## src/rtl/can_ovld_pkg.sv

```systemverilog
package can_ovld_pkg;

  // Field of the interframe region that the sampled slot belongs to
  typedef enum logic [1:0] {
    PH_EOF    = 2'd0,
    PH_ERRDLM = 2'd1,
    PH_OVLDLM = 2'd2,
    PH_INTER  = 2'd3
  } phase_e;

  // Sequencer states
  typedef enum logic [1:0] {
    ST_IDLE = 2'd0,
    ST_FLAG = 2'd1,
    ST_WAIT = 2'd2,
    ST_DLM  = 2'd3
  } ovld_state_e;

endpackage

```

## src/rtl/can_ovld_cnt.sv

```systemverilog
module can_ovld_cnt #(
  parameter int W = 4
) (
  input  logic         clk,
  input  logic         rst_n,
  input  logic         en,
  input  logic         clr,
  output logic [W-1:0] cnt
);

  logic [W-1:0] cnt_d;

  always_comb begin
    cnt_d = cnt;
    if (en) begin
      cnt_d = clr ? '0 : cnt + W'(1);
    end
  end

  always_ff @(posedge clk or negedge rst_n) begin
    if (!rst_n) begin
      cnt <= '0;
    end else if (en) begin
      cnt <= cnt_d;
    end
  end

endmodule

```

## src/rtl/can_ovld_trig.sv

```systemverilog
module can_ovld_trig
  import can_ovld_pkg::*;
#(
  parameter int IDX_W   = 4,
  parameter int EOF_LEN = 7,
  parameter int DLM_LEN = 8
) (
  input  logic             clk,
  input  logic             rst_n,
  input  logic             stb,
  input  logic [1:0]       phase,
  input  logic [IDX_W-1:0] idx,
  input  logic             rx,
  input  logic             not_ready,
  input  logic             armed,
  input  logic             consume,
  output logic             fire,
  output logic             fire_inhibit,
  output logic             pend
);

  phase_e ph;
  logic   dlm_last;
  logic   dlm_dom;
  logic   inter_dom;
  logic   gap_next;
  logic   pend_en;
  logic   pend_d;

  always_comb begin
    ph        = phase_e'(phase);
    dlm_last  = ((ph == PH_ERRDLM) || (ph == PH_OVLDLM)) &&
                (idx == IDX_W'(DLM_LEN));
    dlm_dom   = dlm_last && !rx;
    inter_dom = (ph == PH_INTER) && !rx &&
                ((idx == IDX_W'(1)) || (idx == IDX_W'(2)));
    // next slot is the first intermission bit
    gap_next  = ((ph == PH_EOF) && (idx == IDX_W'(EOF_LEN))) ||
                (dlm_last && rx);
    fire         = stb && armed && (dlm_dom || inter_dom || (pend && gap_next));
    fire_inhibit = dlm_dom;
  end

  always_comb begin
    pend_en = not_ready || consume;
    pend_d  = (pend && !consume) || not_ready;
  end

  always_ff @(posedge clk or negedge rst_n) begin
    if (!rst_n) begin
      pend <= 1'b0;
    end else if (pend_en) begin
      pend <= pend_d;
    end
  end

endmodule

```

## src/rtl/can_ovld_seq.sv

```systemverilog
module can_ovld_seq
  import can_ovld_pkg::*;
#(
  parameter int IDX_W    = 4,
  parameter int FLAG_LEN = 6,
  parameter int DLM_LEN  = 8,
  parameter int EOF_LEN  = 7
) (
  input  logic             clk,
  input  logic             rst_n,
  input  logic             bit_stb,
  input  logic             rx_bit,
  input  logic [1:0]       phase,
  input  logic [IDX_W-1:0] bit_idx,
  input  logic             not_ready,
  output logic             tx_bit,
  output logic             ovld_active,
  output logic             ovld_done,
  output logic             ecnt_inhibit
);

  localparam int LONGEST = (FLAG_LEN > DLM_LEN) ? FLAG_LEN : DLM_LEN;
  localparam int CNT_W   = $clog2(LONGEST + 1);

  ovld_state_e      st_q, st_d;
  logic             tx_q, tx_d;
  logic             inh_q, inh_d;
  logic             done_q, done_d;
  logic             cnt_clr, cnt_inc, cnt_en;
  logic [CNT_W-1:0] cnt_q;
  logic             fire, fire_inh, pend, consume;

  can_ovld_trig #(
    .IDX_W  (IDX_W),
    .EOF_LEN(EOF_LEN),
    .DLM_LEN(DLM_LEN)
  ) u_trig (
    .clk         (clk),
    .rst_n       (rst_n),
    .stb         (bit_stb),
    .phase       (phase),
    .idx         (bit_idx),
    .rx          (rx_bit),
    .not_ready   (not_ready),
    .armed       (st_q == ST_IDLE),
    .consume     (consume),
    .fire        (fire),
    .fire_inhibit(fire_inh),
    .pend        (pend)
  );

  can_ovld_cnt #(.W(CNT_W)) u_cnt (
    .clk  (clk),
    .rst_n(rst_n),
    .en   (cnt_en),
    .clr  (cnt_clr),
    .cnt  (cnt_q)
  );

  assign cnt_en = cnt_clr || cnt_inc;

  // next-state logic
  always_comb begin
    st_d    = st_q;
    tx_d    = tx_q;
    inh_d   = inh_q;
    done_d  = 1'b0;
    cnt_clr = 1'b0;
    cnt_inc = 1'b0;
    consume = 1'b0;
    if (bit_stb) begin
      unique case (st_q)
        ST_IDLE: begin
          if (fire) begin
            st_d    = ST_FLAG;
            tx_d    = 1'b0;
            inh_d   = fire_inh;
            cnt_clr = 1'b1;
            consume = 1'b1;
          end
        end
        ST_FLAG: begin
          if (cnt_q == CNT_W'(FLAG_LEN - 1)) begin
            st_d    = ST_WAIT;
            tx_d    = 1'b1;
            cnt_clr = 1'b1;
          end else begin
            cnt_inc = 1'b1;
          end
        end
        ST_WAIT: begin
          // the first recessive slot is delimiter bit 1
          if (rx_bit) begin
            st_d    = ST_DLM;
            cnt_clr = 1'b1;
          end
        end
        ST_DLM: begin
          if (cnt_q == CNT_W'(DLM_LEN - 2)) begin
            cnt_clr = 1'b1;
            if (!rx_bit) begin
              st_d  = ST_FLAG;
              tx_d  = 1'b0;
              inh_d = 1'b1;
            end else begin
              done_d = 1'b1;
              if (pend) begin
                st_d    = ST_FLAG;
                tx_d    = 1'b0;
                inh_d   = 1'b0;
                consume = 1'b1;
              end else begin
                st_d  = ST_IDLE;
                inh_d = 1'b0;
              end
            end
          end else begin
            cnt_inc = 1'b1;
          end
        end
        default: st_d = ST_IDLE;
      endcase
    end
  end

  // registers
  always_ff @(posedge clk or negedge rst_n) begin
    if (!rst_n) begin
      st_q  <= ST_IDLE;
      tx_q  <= 1'b1;
      inh_q <= 1'b0;
    end else if (bit_stb) begin
      st_q  <= st_d;
      tx_q  <= tx_d;
      inh_q <= inh_d;
    end
  end

  always_ff @(posedge clk or negedge rst_n) begin
    if (!rst_n) begin
      done_q <= 1'b0;
    end else begin
      done_q <= done_d;
    end
  end

  assign tx_bit       = tx_q;
  assign ovld_active  = (st_q != ST_IDLE);
  assign ovld_done    = done_q;
  assign ecnt_inhibit = inh_q;

endmodule

```

## config.mk

```make
export PLATFORM = sky130hd
export DESIGN_NAME = can_ovld_seq
export DESIGN_NICKNAME = d
export VERILOG_FILES = /design/src/rtl/can_ovld_pkg.sv /design/src/rtl/can_ovld_cnt.sv /design/src/rtl/can_ovld_trig.sv /design/src/rtl/can_ovld_seq.sv
export SDC_FILE = /design/constraint.sdc
export NUM_CORES = 1
export LEC_CHECK = 0
export BUFFER_PORTS_ARGS = -buffer_cell sky130_fd_sc_hd__clkbuf_2
export CORE_MARGIN = 8
export CORE_UTILIZATION = 30
export CTS_CLUSTER_SIZE = 10
export DETAILED_ROUTE_END_ITERATION = 10
export GPL_TIMING_DRIVEN = 0
export HOLD_SLACK_MARGIN = 0.15
export PLACE_DENSITY_LB_ADDON = 0.1
export SLEW_MARGIN = 20
export SYNTH_ARGS = -nofsm -noshare
export SYNTH_HDL_FRONTEND = slang
export SYNTH_SLANG_ARGS = --single-unit
```

## constraint.sdc

```tcl
create_clock -name clk -period 3 [get_ports clk]
set_clock_uncertainty 0.15 [all_clocks]
set_input_delay 0.15 -clock clk [delete_from_list [all_inputs] [get_ports clk]]
set_output_delay 0.15 -clock clk [all_outputs]
set_load 0.005 [all_outputs]
```

==> impl_metrics.ini, run 1 <==
[power]
p_sw_uw = 343
power_uw = 795
clkPwrFrac_pct = 11.8
seqPwrFrac_pct = 30.3
p_leak_nw = 0.473
ir_drop_uv = 434
p_comb_share_pct = 57.9
power.internal_uw = 452
power_density_nw_per_um2 = 811
swShare_pct = 43.1

[outcome]
outcome = finished clean

[timing]
fmax_ghz = 0.461
hold_viol = 0
whs_ns = 0.222
tightest_slew_ns = 0.613
period_needed_ns = 2.17
fin_setup_tns_ns = 0
drv_slew = 0
maxSlewHeadroom_pct = 59.1
setup_violations = 0
rsz0062_at_grt = false
fin_crit_sh_pct = 72.4

[place]
gp_congestion = 0.806
hpwl_um = 1410
portBuffers = 13

[global_route]
grt_max_degree = 10
grt_use_total_pct = 8.98
grt_pass1_wl_um = 3130
antenna_found_initial = 0
overflow = 0
grt_pass1_vias = 673

[worst_setup_path]
path_cells = ha_1, nor2_1, o221ai_1, a211oi_1, nand2_1, mux2_2
r2r-end = st_q[1]
arrival_ns = 2.16
cp_max_fo = 7
crit_path_start = st_q[1]
reg2regPathDepth = 6
crit_path_top_delay_cell = o221ai_1
r2r_slack_ns = 0.83
endpoint_kind = flip-flop
critPathMaxStageDelay_ns = 0.49
worst_ep_required_time_ns = 2.99
r2r_start = st_q[1]
worst-setup-path-type = flip-flop to flip-flop
start_kind = flip-flop

[hold_path]
holdPathStages = 4
worstHoldPathType = primary input to flip-flop
min-delay-start = bit_idx[3]
min_to = ecnt_inhibit

[route]
drtAntennaViolNets = 0
vias_per_cell = 4.79
drcViolationCount = 0
dr.first_iter.drc_count = 23
dr.pass1.iters = 4
wirelength_um = 1810
wl_per_cell_um = 13.3
vias = 651

[yosys]
syn_area_um2 = 802
ys_types = 34
ys_warn_count = 0
syn-instance-count = 84
syn_nets = 106
ys_ff_latch = 10
synth_seq_area_share_pct = 31.4
syn_area_per_cell_um2 = 9.55

[cts]
postCtsSetupBuffers = 0
cts_buffers = 3
cts_buffer_depth = 2
cts_htree_levels = 1
cts_resized = 0
clk_pin_slew_ns = 0.06
clock-sinks = 10
clk_latency_ns = 0.26
root_buffer = clkbuf_4
ctsHoldBuffers = 5
tritoncts = yes

[floorplan]
core_um2 = 2500
initial_core_util_pct = 32.1
ios = 15
die_w_um = 67.7
die_h_um = 67.7
num_rows = 18
dieArea_um2 = 4580

[final_layout]
nets = 129
area_growth_pct = 22.3
drive_gt1_share_pct = 23.6
diodes = 0

[run]
drv_cap = 0
layout make-up:
class / instances / area, um^2
buffer: 1 / 5.00
clock buffer: 4 / 26.3
fill: 269 / 1520
inverter: 10 / 37.5
multi-input combinational: 63 / 508
sequential: 10 / 251
tap: 30 / 37.5
timing repair buffer: 18 / 115
power groups by stage:
stage,logic (mW),clock network (mW),registers (mW)
after floorplan,0.339,0,0.235
after global placement,0.449,0,0.243
after detailed placement,0.457,0,0.243
after CTS,0.466,0.100,0.241
after global routing,0.522,0.108,0.249
final,0.461,0.0939,0.241
critical path: cells and delay by family (launching register included):
| family | cells | cell delay (ns) |
|---|---|---|
| mux | 1 | 0.34 |
| fa+ha+maj | 1 | 0.34 |
| flops | 1 | 0.42 |
| compound gates | 2 | 0.58 |
| simple gates | 2 | 0.22 |
worst max-delay path by stage:
stage,endpoint,cells after the start
2_1_floorplan,st_q[0],7
3_3_place_gp,st_q[0],6
3_5_place_dp,st_q[0],6
4_1_cts,st_q[0],6
5_1_grt,st_q[1],6
6_report,st_q[1],6
placed cells by master, fill, tap and decap left out, types with 2 or more instances in the layout:
master,n
a21oi_1,3
clkbuf_2,13
clkbuf_4,3
dfrtp_1,9
dlygate4sd3_1,5
ha_1,11
inv_1,10
mux2_2,4
nand2_1,5
nand3_1,3
nor2_1,7
nor3_1,3
o21a_1,2
o21ai_0,2
xor2_1,3
synth_stat cells:
cell      instances  area [um^2]
nand3_1           3         15.0
dfstp_2           1         26.3
nand4b_1          1         8.76
a21o_1            1         7.51
o211ai_2          1         12.5
o221ai_1          1         8.76
dfrtp_1           9          225
and2b_1           1         7.51
mux2_2            4         45.0
xor2_1            3         26.3
a22o_1            1         8.76
a41o_1            1         10.0
a22oi_1           1         7.51
nand4_1           1         6.26
a31oi_1           1         6.26
a311oi_1          1         8.76
ha_1             11          138
and3_1            1         6.26
inv_1            10         37.5
xnor2_1           1         8.76
nor3_1            3         15.0
a211oi_1          1         7.51
nand2b_1          1         6.26
a2111o_1          1         11.3
and4b_1           1         10.0
o21ai_0           2         10.0
a22oi_2           1         12.5
nor2_1            7         26.3
nand2_1           5         18.8
a21oi_1           3         15.0
nor4b_4           1         23.8
buf_2             1         5.00
o21ai_1           1         5.00
o21a_1            2         15.0
routing by layer:
metal	track usage (%)	wire length (um)
met1	12.3	963
met2	12.3	717
met3	3.97	123
met4	2.35	10
met5	0	0
sequential cells by signal, indices dropped and copies added (netlist names):
register	count
ecnt_inhibit	1
u_trig.pend	1
u_cnt.cnt	4
ovld_done	1
tx_bit	1
st_q	2
per-stage QoR:
step / setup slack, ns / util, % / area [um^2] / instances
finish: 0.829 / 39.2 / 981 / 136
global route: 0.615 / 39.2 / 981 / 136
CTS: 0.820 / 39.2 / 981 / 136
detailed placement: 0.842 / 36.2 / 905 / 127
global placement: 0.882 / 36.2 / 905 / 127
floorplan: 1.10 / - / 802 / 84
kinds of logic (layout without fill, tap and decap cells):
kind of cell             Yosys count  after routing  synth area share [%]
buffers and inverters             11             33                  5.30
XOR/XNOR                           4              4                  4.37
AO/OA/AOI/OAI                     19             19                  18.3
flip-flops                        10             10                  31.4
AND/OR/NAND/NOR                   25             25                  17.9
multiplexers                       4              4                  5.62
adder cells (fa/ha/maj)           11             11                  17.2
Power figures use the tool's default switching activity.
==> inputs of run 2 (changes only) <==
- ABC_AREA: not set -> 1
- clock period: 3 -> 2.1 ns (I/O delays scaled with it)
==> impl_metrics.ini, run 2 <==
[global_route]
overflow = 0
grt_use_total_pct = 8.21
grt_max_degree = 11
antenna_found_initial = 0
grt_pass1_vias = 747
grt_pass1_wl_um = 3360

[cts]
tritoncts = yes
cts_buffers = 3
clk_pin_slew_ns = 0.08
postCtsSetupBuffers = 0
cts_resized = 0
root_buffer = clkbuf_4
cts_buffer_depth = 2
clock-sinks = 10
cts_htree_levels = 1
ctsHoldBuffers = 7
clk_latency_ns = 0.27

[worst_setup_path]
endpoint_kind = flip-flop
arrival_ns = 2.00
worst-setup-path-type = flip-flop to flip-flop
start_kind = flip-flop
reg2regPathDepth = 5
r2r_slack_ns = 0.15
r2r_start = st_q[1]
r2r-end = ovld_done
cp_max_fo = 6
worst_ep_required_time_ns = 2.15

[place]
gp_congestion = 0.815
post-place-ws_ns = 0.320
hpwl_um = 1510
portBuffers = 14

[final_layout]
largest_register = u_cnt.cnt
nets = 163
final_cell_mix = 31 x nand2_1, 16 x inv_1, 14 x clkbuf_2
mostFrequentLayoutCell = nand2_1
finish.utilization_pct = 39.2
area_growth_pct = 25.1
diodes = 0
largest_register_ff_count = 4
largestRegisters = u_cnt.cnt (4), st_q (2)
drive_gt1_share_pct = 21.4

[yosys]
ys_top_cells_by_count = 31 x nand2_1, 16 x inv_1, 11 x ha_1
ys.flop_type = dfrtp_1
ys_ff_latch = 10
yosys.area.top_type = dfrtp_1
syn-instance-count = 115
ys_warn_count = 0
synth_seq_area_share_pct = 29.4
synth_edf_count = 0
syn_area_per_cell_um2 = 7.44
yosys.cell_count.top_type = nand2_1
ys_types = 22
synth_top_area_share_pct = 26.3
synth_area_leaders = dfrtp_1 26%, ha_1 16%, nand2_1 14%, inv_1 7.0%, nand3_1 5.3%
syn_nets = 137
ys_async_sr_fraction_pct = 100
syn_area_um2 = 856

[power]
ir_drop_uv = 474
p_leak_nw = 0.583
power_mw = 1.12
power_density_nw_per_um2 = 1040

[hold_path]
worstHoldPathType = primary input to async pin

[timing]
whs_ns = 0.147
fin_setup_tns_ns = 0
period_needed_ns = 1.95
setup_violations = 0
fin_crit_sh_pct = 92.9
rsz0062_at_grt = false
maxSlewHeadroom_pct = 69.7
hold_viol = 0
fin_ws_ns = 0.149
drv_slew = 0
tightest_slew_ns = 0.453
fmax_ghz = 0.513

[outcome]
outcome = finished clean

[floorplan]
die_w_um = 69.4
die_h_um = 69.4
dieArea_um2 = 4820
num_rows = 19
core_um2 = 2730
ios = 15
initial_core_util_pct = 31.3

[route]
dr.first_iter.drc_count = 15
vias = 783
drcViolationCount = 0
drtAntennaViolNets = 0
dr.pass1.iters = 4
wirelength_um = 1830
vias_per_cell = 4.58
wl_per_cell_um = 10.7

[run]
drv_cap = 0
-- run 2: cell count changes after synthesis, sizes merged, moves of 4 or more --
| cell | before | now |
|---|---|---|
| nand2 | 5 | 32 |
| inv | 10 | 19 |
| nand3 | 3 | 10 |
| nand4 | 1 | 7 |
| a21oi | 3 | 7 |
| mux2 | 4 | 0 |
-- run 2: report_power, final --
part           internal, mW  total, mW  leakage [nW]  switching (mW)
Combinational         0.261      0.613         0.437           0.353
Clock                 0.105      0.180        0.0210          0.0746
Sequential            0.255      0.323         0.125          0.0679
Total                 0.621       1.12         0.583           0.495
-- run 2: layer usage --
metal | GRT usage (%) | up-vias | wire, um
li1 | - | 420 | -
met1 | 10.5 | 348 | 928
met2 | 12.4 | 13 | 803
met3 | 3.29 | 2 | 80
met4 | 2.05 | 0 | 13
met5 | 0 | - | 0
-- run 2: cell type report --
| class | instances | area, um^2 |
|---|---|---|
| inverter | 20 | 88.8 |
| timing repair buffer | 21 | 140 |
| multi-input combinational | 84 | 510 |
| sequential | 10 | 251 |
| fill | 280 | 1660 |
| buffer | 1 | 5.00 |
| clock buffer | 4 | 36.3 |
| tap | 31 | 38.8 |
-- run 2: how the worst max path moves through the flow --
stage                 startpoint           end  cells after the start
finish                   st_q[1]     ovld_done                      5
detailed placement       st_q[1]  u_cnt.cnt[0]                      7
CTS                 u_cnt.cnt[0]     ovld_done                      6
floorplan                st_q[1]  u_cnt.cnt[1]                      8
global placement         st_q[1]  u_cnt.cnt[0]                      7
global route        u_cnt.cnt[0]     ovld_done                      6
-- run 2: logic make-up after synthesis --
logic type	after synthesis	share of synthesized area, %
DFF	10	29.4
buffers and inverters	21	11.0
xor gates and xnor gates	1	1.02
and+or+nand+nor	60	33.0
AOI/OAI and AO/OA	12	9.50
adders and majority gates	11	16.1
-- run 2: critical path: stages (launching register included) --
cell and delay, ns:
dfrtp_1 0.44, ha_1 0.25, nand4_1 0.15, or2_1 0.26, nor2_1 0.09, dlygate4sd3_1 0.55
-- run 2: through the flow --
stage / cell area, um^2 / std cells
after floorplan: 856 / 115
after global placement: 965 / 160
after detailed placement: 965 / 160
after CTS: 1070 / 171
after global routing: 1070 / 171
final: 1070 / 171
